## src/rtl/sar_pkg.sv

```systemverilog
package sar_pkg;
  typedef enum logic [1:0] {
    PH_SAMPLE  = 2'd0,
    PH_CONVERT = 2'd1,
    PH_HOLD    = 2'd2
  } sar_phase_e;
endpackage

```

## src/rtl/sar_seq.sv

```systemverilog
module sar_seq
  import sar_pkg::*;
(
  input  logic clk_i,
  input  logic rst_ni,
  input  logic conv_i,
  input  logic term_i,
  output logic start_o,
  output logic clr_o
);
  sar_phase_e phase_q;

  assign clr_o   = ~conv_i;
  assign start_o = conv_i && (phase_q == PH_SAMPLE);

  always_ff @(posedge clk_i or negedge rst_ni) begin
    if (!rst_ni) begin
      phase_q <= PH_SAMPLE;
    end else if (clr_o) begin
      phase_q <= PH_SAMPLE;
    end else begin
      unique case (phase_q)
        PH_SAMPLE:  phase_q <= PH_CONVERT;
        PH_CONVERT: if (term_i) phase_q <= PH_HOLD;
        PH_HOLD:    phase_q <= PH_HOLD;
        default:    phase_q <= PH_SAMPLE;
      endcase
    end
  end
endmodule

```

## src/rtl/sar_strobe_gen.sv

```systemverilog
module sar_strobe_gen #(
  parameter int POS = 13
) (
  input  logic           clk_i,
  input  logic           rst_ni,
  input  logic           clr_i,
  input  logic           start_i,
  input  logic           adv_i,
  output logic [POS-1:0] stb_o
);
  localparam int TOP = POS - 1;

  logic [POS-1:0] tok_q;

  // token at 0 is the terminal slot: fires without a ready pulse
  assign stb_o = {tok_q[TOP:1] & {TOP{adv_i}}, tok_q[0]};

  always_ff @(posedge clk_i or negedge rst_ni) begin
    if (!rst_ni)        tok_q <= '0;
    else if (clr_i)     tok_q <= '0;
    else if (start_i)   tok_q <= {1'b1, {TOP{1'b0}}};
    else if (tok_q[0])  tok_q <= '0;
    else if (adv_i)     tok_q <= tok_q >> 1;
  end
endmodule

```

## src/rtl/sar_bit_reg.sv

```systemverilog
module sar_bit_reg #(
  parameter int POS          = 13,
  parameter bit CMP_LOW_KEEP = 1'b1
) (
  input  logic           clk_i,
  input  logic           rst_ni,
  input  logic           clr_i,
  input  logic           start_i,
  input  logic           cmp_i,
  input  logic [POS-1:1] pick_i,
  output logic [POS-1:0] code_o
);
  localparam int TOP = POS - 1;

  logic keep;

  generate
    if (CMP_LOW_KEEP) begin : g_inv
      assign keep = ~cmp_i;
    end else begin : g_dir
      assign keep = cmp_i;
    end
  endgenerate

  for (genvar i = 0; i < POS; i++) begin : g_cell
    logic bit_q;
    assign code_o[i] = bit_q;
    if (i == 0) begin : g_range
      always_ff @(posedge clk_i or negedge rst_ni) begin
        if (!rst_ni)        bit_q <= 1'b0;
        else if (clr_i)     bit_q <= 1'b0;
        else if (pick_i[1]) bit_q <= 1'b1;
      end
    end else if (i == TOP) begin : g_top
      always_ff @(posedge clk_i or negedge rst_ni) begin
        if (!rst_ni)        bit_q <= 1'b0;
        else if (clr_i)     bit_q <= 1'b0;
        else if (start_i)   bit_q <= 1'b1;
        else if (pick_i[i]) bit_q <= keep;
      end
    end else begin : g_mid
      always_ff @(posedge clk_i or negedge rst_ni) begin
        if (!rst_ni)            bit_q <= 1'b0;
        else if (clr_i)         bit_q <= 1'b0;
        else if (start_i)       bit_q <= 1'b0;
        else if (pick_i[i])     bit_q <= keep;
        else if (pick_i[i+1])   bit_q <= 1'b1;
      end
    end
  end
endmodule

```

## src/rtl/sar_ctrl.sv

```systemverilog
module sar_ctrl #(
  parameter int N_BITS       = 12,
  parameter bit CMP_LOW_KEEP = 1'b1
) (
  input  logic              clk_i,
  input  logic              rst_ni,
  input  logic              conv_i,
  input  logic              rdy_i,
  input  logic              rdy_valid_i,
  input  logic              cmp_i,
  output logic [N_BITS:0]   dac_code_o,
  output logic [N_BITS-1:0] result_o,
  output logic              done_o
);
  localparam int POS = N_BITS + 1;

  logic           start, clr, adv;
  logic [POS-1:0] stb;
  logic [POS-1:0] code;

  assign adv = rdy_i & rdy_valid_i;

  sar_seq u_seq (
    .clk_i   (clk_i),
    .rst_ni  (rst_ni),
    .conv_i  (conv_i),
    .term_i  (stb[0]),
    .start_o (start),
    .clr_o   (clr)
  );

  sar_strobe_gen #(.POS(POS)) u_stb (
    .clk_i   (clk_i),
    .rst_ni  (rst_ni),
    .clr_i   (clr),
    .start_i (start),
    .adv_i   (adv),
    .stb_o   (stb)
  );

  sar_bit_reg #(.POS(POS), .CMP_LOW_KEEP(CMP_LOW_KEEP)) u_bits (
    .clk_i   (clk_i),
    .rst_ni  (rst_ni),
    .clr_i   (clr),
    .start_i (start),
    .cmp_i   (cmp_i),
    .pick_i  (stb[POS-1:1]),
    .code_o  (code)
  );

  assign dac_code_o = code;
  assign result_o   = code[POS-1:1];
  assign done_o     = stb[0];
endmodule

```

## config.mk

```make
export PLATFORM = sky130hd
export DESIGN_NAME = sar_ctrl
export DESIGN_NICKNAME = d
export VERILOG_FILES = /design/src/rtl/sar_pkg.sv /design/src/rtl/sar_seq.sv /design/src/rtl/sar_strobe_gen.sv /design/src/rtl/sar_bit_reg.sv /design/src/rtl/sar_ctrl.sv
export SDC_FILE = /design/constraint.sdc
export NUM_CORES = 1
export LEC_CHECK = 0
export ABC_CLOCK_PERIOD_IN_PS = 4200
export BUFFER_PORTS_ARGS = -buffer_cell sky130_fd_sc_hd__buf_4
export CAP_MARGIN = 5
export CELL_PAD_IN_SITES_DETAIL_PLACEMENT = 1
export CELL_PAD_IN_SITES_GLOBAL_PLACEMENT = 1
export CORE_MARGIN = 1
export CORE_UTILIZATION = 45
export CTS_CLUSTER_DIAMETER = 30
export CTS_CLUSTER_SIZE = 40
export DETAILED_ROUTE_END_ITERATION = 8
export PLACE_DENSITY = 0.84
export SETUP_SLACK_MARGIN = 0.15
export SYNTH_ARGS = -nofsm -noshare
export SYNTH_HDL_FRONTEND = slang
export SYNTH_SLANG_ARGS = --single-unit
```

## constraint.sdc

```tcl
create_clock -name clk_i -period 4.2 [get_ports clk_i]
set_clock_uncertainty 0.05 [all_clocks]
set_input_delay 0.84 -clock clk_i [delete_from_list [all_inputs] [get_ports clk_i]]
set_output_delay 0.84 -clock clk_i [all_outputs]
set_load 0.02 [all_outputs]
```

==> summary.txt <==
Timing
  • Final period utilization: between 50% and 60%
  • Min Clock Period, post-route: roughly 2100 ps
  • Setup TNS: 0 ps
  • Worst-margin pin slew: about 1000 ps
  • Pins Over Slew Limit: 0
  • Slew margin rel.: about 30%
  • Highest clock rate: 468 MHz
  • Final Hold Fails: 0
  • Hold_ws: around 360 ps
  • Final setup viols: 0
  • RSZ-0062 raised after global routing: no

Clock tree
  • Clk sinks: 28
  • # hold bufs at CTS: 0
  • Clock Tree Buf Depth: 2
  • Worst-Skew Late Latency: ~320 ps
  • CTS root buf: clkbuf_4
  • Post-CTS Repair Setup Buffers: 0
  • Clock-pin slew of the registers on the worst-case setup and hold paths: around 150 ps
  • TritonCTS clock tree: yes
  • Inserted Clock Buffers: 3
  • H-tree levels: 1
  • Post-CTS Resized: 0

Detailed routing
  • DRT Pass-1 Iters: 6
  • # DRC: 2
  • Vias per inst: 5.13
  • Initial drt markers: 20
  • Vias: ~1000
  • Antenna Nets Post-Route: 0
  • Routed WL per cell: 14.5 um
  • Final WL: between 2000 and 3000 um

Job
  • Max Cap Violations: 0

Setup path
  • WP depth: 5
  • Crit path kind: reg2reg
  • WP data arrival: between 2000 and 2500 ps
  • Worst path slowest cell: nand2b_1
  • Crit path max fanout: 12
  • Delay-heaviest family, CP: simple AND/OR/NAND/NOR gates
  • R2r setup slk: 2060 ps
  • Crit. Startpoint: u_seq.phase_q[0]$_DFFE_PN0P_
  • WP buf/inv: 1
  • FF-to-FF End: u_stb.tok_q[8]$_DFFE_PN0P_
  • Critical path destination: u_stb.tok_q[8]$_DFFE_PN0P_
  • Crit end category: flop
  • Worst setup SP type: flop
  • Crit-path max cell delay: around 590 ps
  • Critical path cell sequence: inv_1 > ha_1 > nand2b_1 > or2_1 > a21oi_1
  • Worst r2r src: u_seq.phase_q[0]$_DFFE_PN0P_
  • R2R cell count: 5
  • Worst Path Required: ~4300 ps

Worst hold path
  • HP Class: in2async

Synthesis
  • Syn_nets: between 150 and 200
  • Warning count from the yosys run: 0
  • Synthesized flop and latch total: 28
  • Mean Syn Cell Area: about 10 um2
  • Cells after synthesis: 150
  • Post-Syn Area: ~0.0016 mm2
  • Unique cell type count in the Yosys netlist: 27
  • Sequential share of the synthesized area: about 45%

Floorplan
  • Starting Density: a little under half
  • Die height: around 61 um
  • Num ports: 32
  • Core Region: roughly 0.0033 mm2
  • Die Wd: around 61 um
  • Die ar.: between 0.003 and 0.004 mm2
  • Rows: 21

Global routing
  • First-pass GRT wire length: 4770 um
  • Largest net degree at the start of global routing: 29
  • Final global-route overflow total: 0
  • Number of global-route vias before repair: about 980
  • Tot GR Track Use: 17.8%
  • Initial antenna violation count: 0

Cells and area
  • Layout area overhead: 3.75%
  • Fin util: 48.8%
  • Post-route insts no fill: between 150 and 200
  • Layout cell share with drive strength beyond 1: 48.7%
  • Layout Nets: between 150 and 200
  • # diodes: 0

Placed design
  • IO Port Bufs: 31
  • RePlAce Congestion: between 0.6 and 0.7
  • Inst Count DP: slightly below 200
  • DP HPWL: 2040 um

Power and ir drop
  • Leak Pwr: between 0.0007 and 0.0008 uW
  • PwrDens: about 350 mW/mm2
  • Total Power: approximately 560 uW
  • Max VDD drop: 0.217 mV

Run status
  • Status: finished with violations
  • Failing checks: design-rule violations
[metrics by stage]
stage,instance area (um2),setup slack (ps)
2_1_floorplan,1570,2620
3_3_place_gp,1610,1890
3_5_place_dp,1610,1800
4_1_cts,1630,2010
5_1_grt,1630,1870
6_report,1630,2060
[kinds of logic (layout without fill, tap and decap cells)]
logic type	count (synthesis)	count (layout)	synth area share [%]
mux	1	1	0.638
fa+ha+maj	2	2	1.59
buf+inv	34	36	16.7
flops	28	28	44.7
simple gates	48	48	15.2
compound gates	37	37	21.3
[sequential cells by signal, indices dropped and copies added (netlist names)]
name,flops
u_stb.tok_q,13
u_bits.g_cell.bit_q,13
u_seq.phase_q,2
[report_power, final]
group | leakage (uW) | switching, uW | internal [uW]
Combinational | 0.000328 | 103 | 52.1
Clock | 0.0000138 | 76.4 | 33.6
Sequential | 0.000386 | 11.7 | 286
Total | 0.000728 | 191 | 372
[synth_stat cells]
cell / instances / area [um2]
and2_1: 2 / 12.5
dfrtp_1: 28 / 701
a211oi_1: 2 / 15.0
inv_1: 2 / 7.51
a21oi_1: 5 / 25.0
ha_1: 2 / 25.0
mux2i_1: 1 / 10.0
nor3b_1: 1 / 7.51
nand2_1: 24 / 90.1
nor2_1: 1 / 3.75
a211oi_2: 9 / 113
clkbuf_1: 1 / 3.75
o21a_1: 1 / 7.51
nor2_2: 1 / 6.26
or2_1: 1 / 6.26
a21oi_2: 18 / 158
nand3_1: 1 / 5.00
nor2b_1: 2 / 12.5
buf_2: 1 / 5.00
a21boi_0: 1 / 7.51
o31a_1: 1 / 8.76
nand2b_1: 2 / 12.5
and3_1: 1 / 6.26
or2_2: 12 / 75.1
buf_12: 1 / 20.0
buf_4: 27 / 203
buf_6: 2 / 22.5
[layer usage]
metal | share of wire, % | GRT usage (%)
met1 | 43 | 23.0
met2 | 54 | 30.7
met3 | 2.6 | 2.52
met4 | 0.73 | 5.84
met5 | 0 | 0
[worst min-delay path by stage]
stage                                                     end  slack, ps  cells after the start                         from
after detailed placement   u_bits.g_cell[9].bit_q$_DFFE_PN0P_        460                      1   u_stb.tok_q[9]$_DFFE_PN0P_
after global placement     u_bits.g_cell[9].bit_q$_DFFE_PN0P_        460                      1   u_stb.tok_q[9]$_DFFE_PN0P_
final                      u_bits.g_cell[7].bit_q$_DFFE_PN0P_        360                      1                       rst_ni
after CTS                  u_bits.g_cell[5].bit_q$_DFFE_PN0P_        370                      1                       rst_ni
after floorplan           u_bits.g_cell[10].bit_q$_DFFE_PN0P_        420                      1  u_stb.tok_q[10]$_DFFE_PN0P_
after global routing       u_bits.g_cell[4].bit_q$_DFFE_PN0P_        360                      1                       rst_ni
[cells in the final DEF, fill, tap and decap left out, types with 3 or more instances in the layout]
cell type  instances
dfrtp_1           28
a21oi_2           18
clkbuf_4           3
or2_2             12
a21oi_1            5
nand2_1           24
a211oi_2           9
buf_4             31
[cell type report]
| class | instances | area [um2] |
|---|---|---|
| multi-input combinational | 88 | 607 |
| timing repair buffer | 31 | 233 |
| inverter | 2 | 7.51 |
| clock buffer | 3 | 22.5 |
| sequential | 28 | 701 |
| fill | 394 | 1710 |
| tap | 46 | 57.6 |
[worst register-to-register path: stages (launching register included)]
cell and delay [ps]:
dfrtp_1 430, inv_1 70, ha_1 210, nand2b_1 590
or2_1 580, a21oi_1 80
Note: power is estimated with default switching activity, not from simulation.
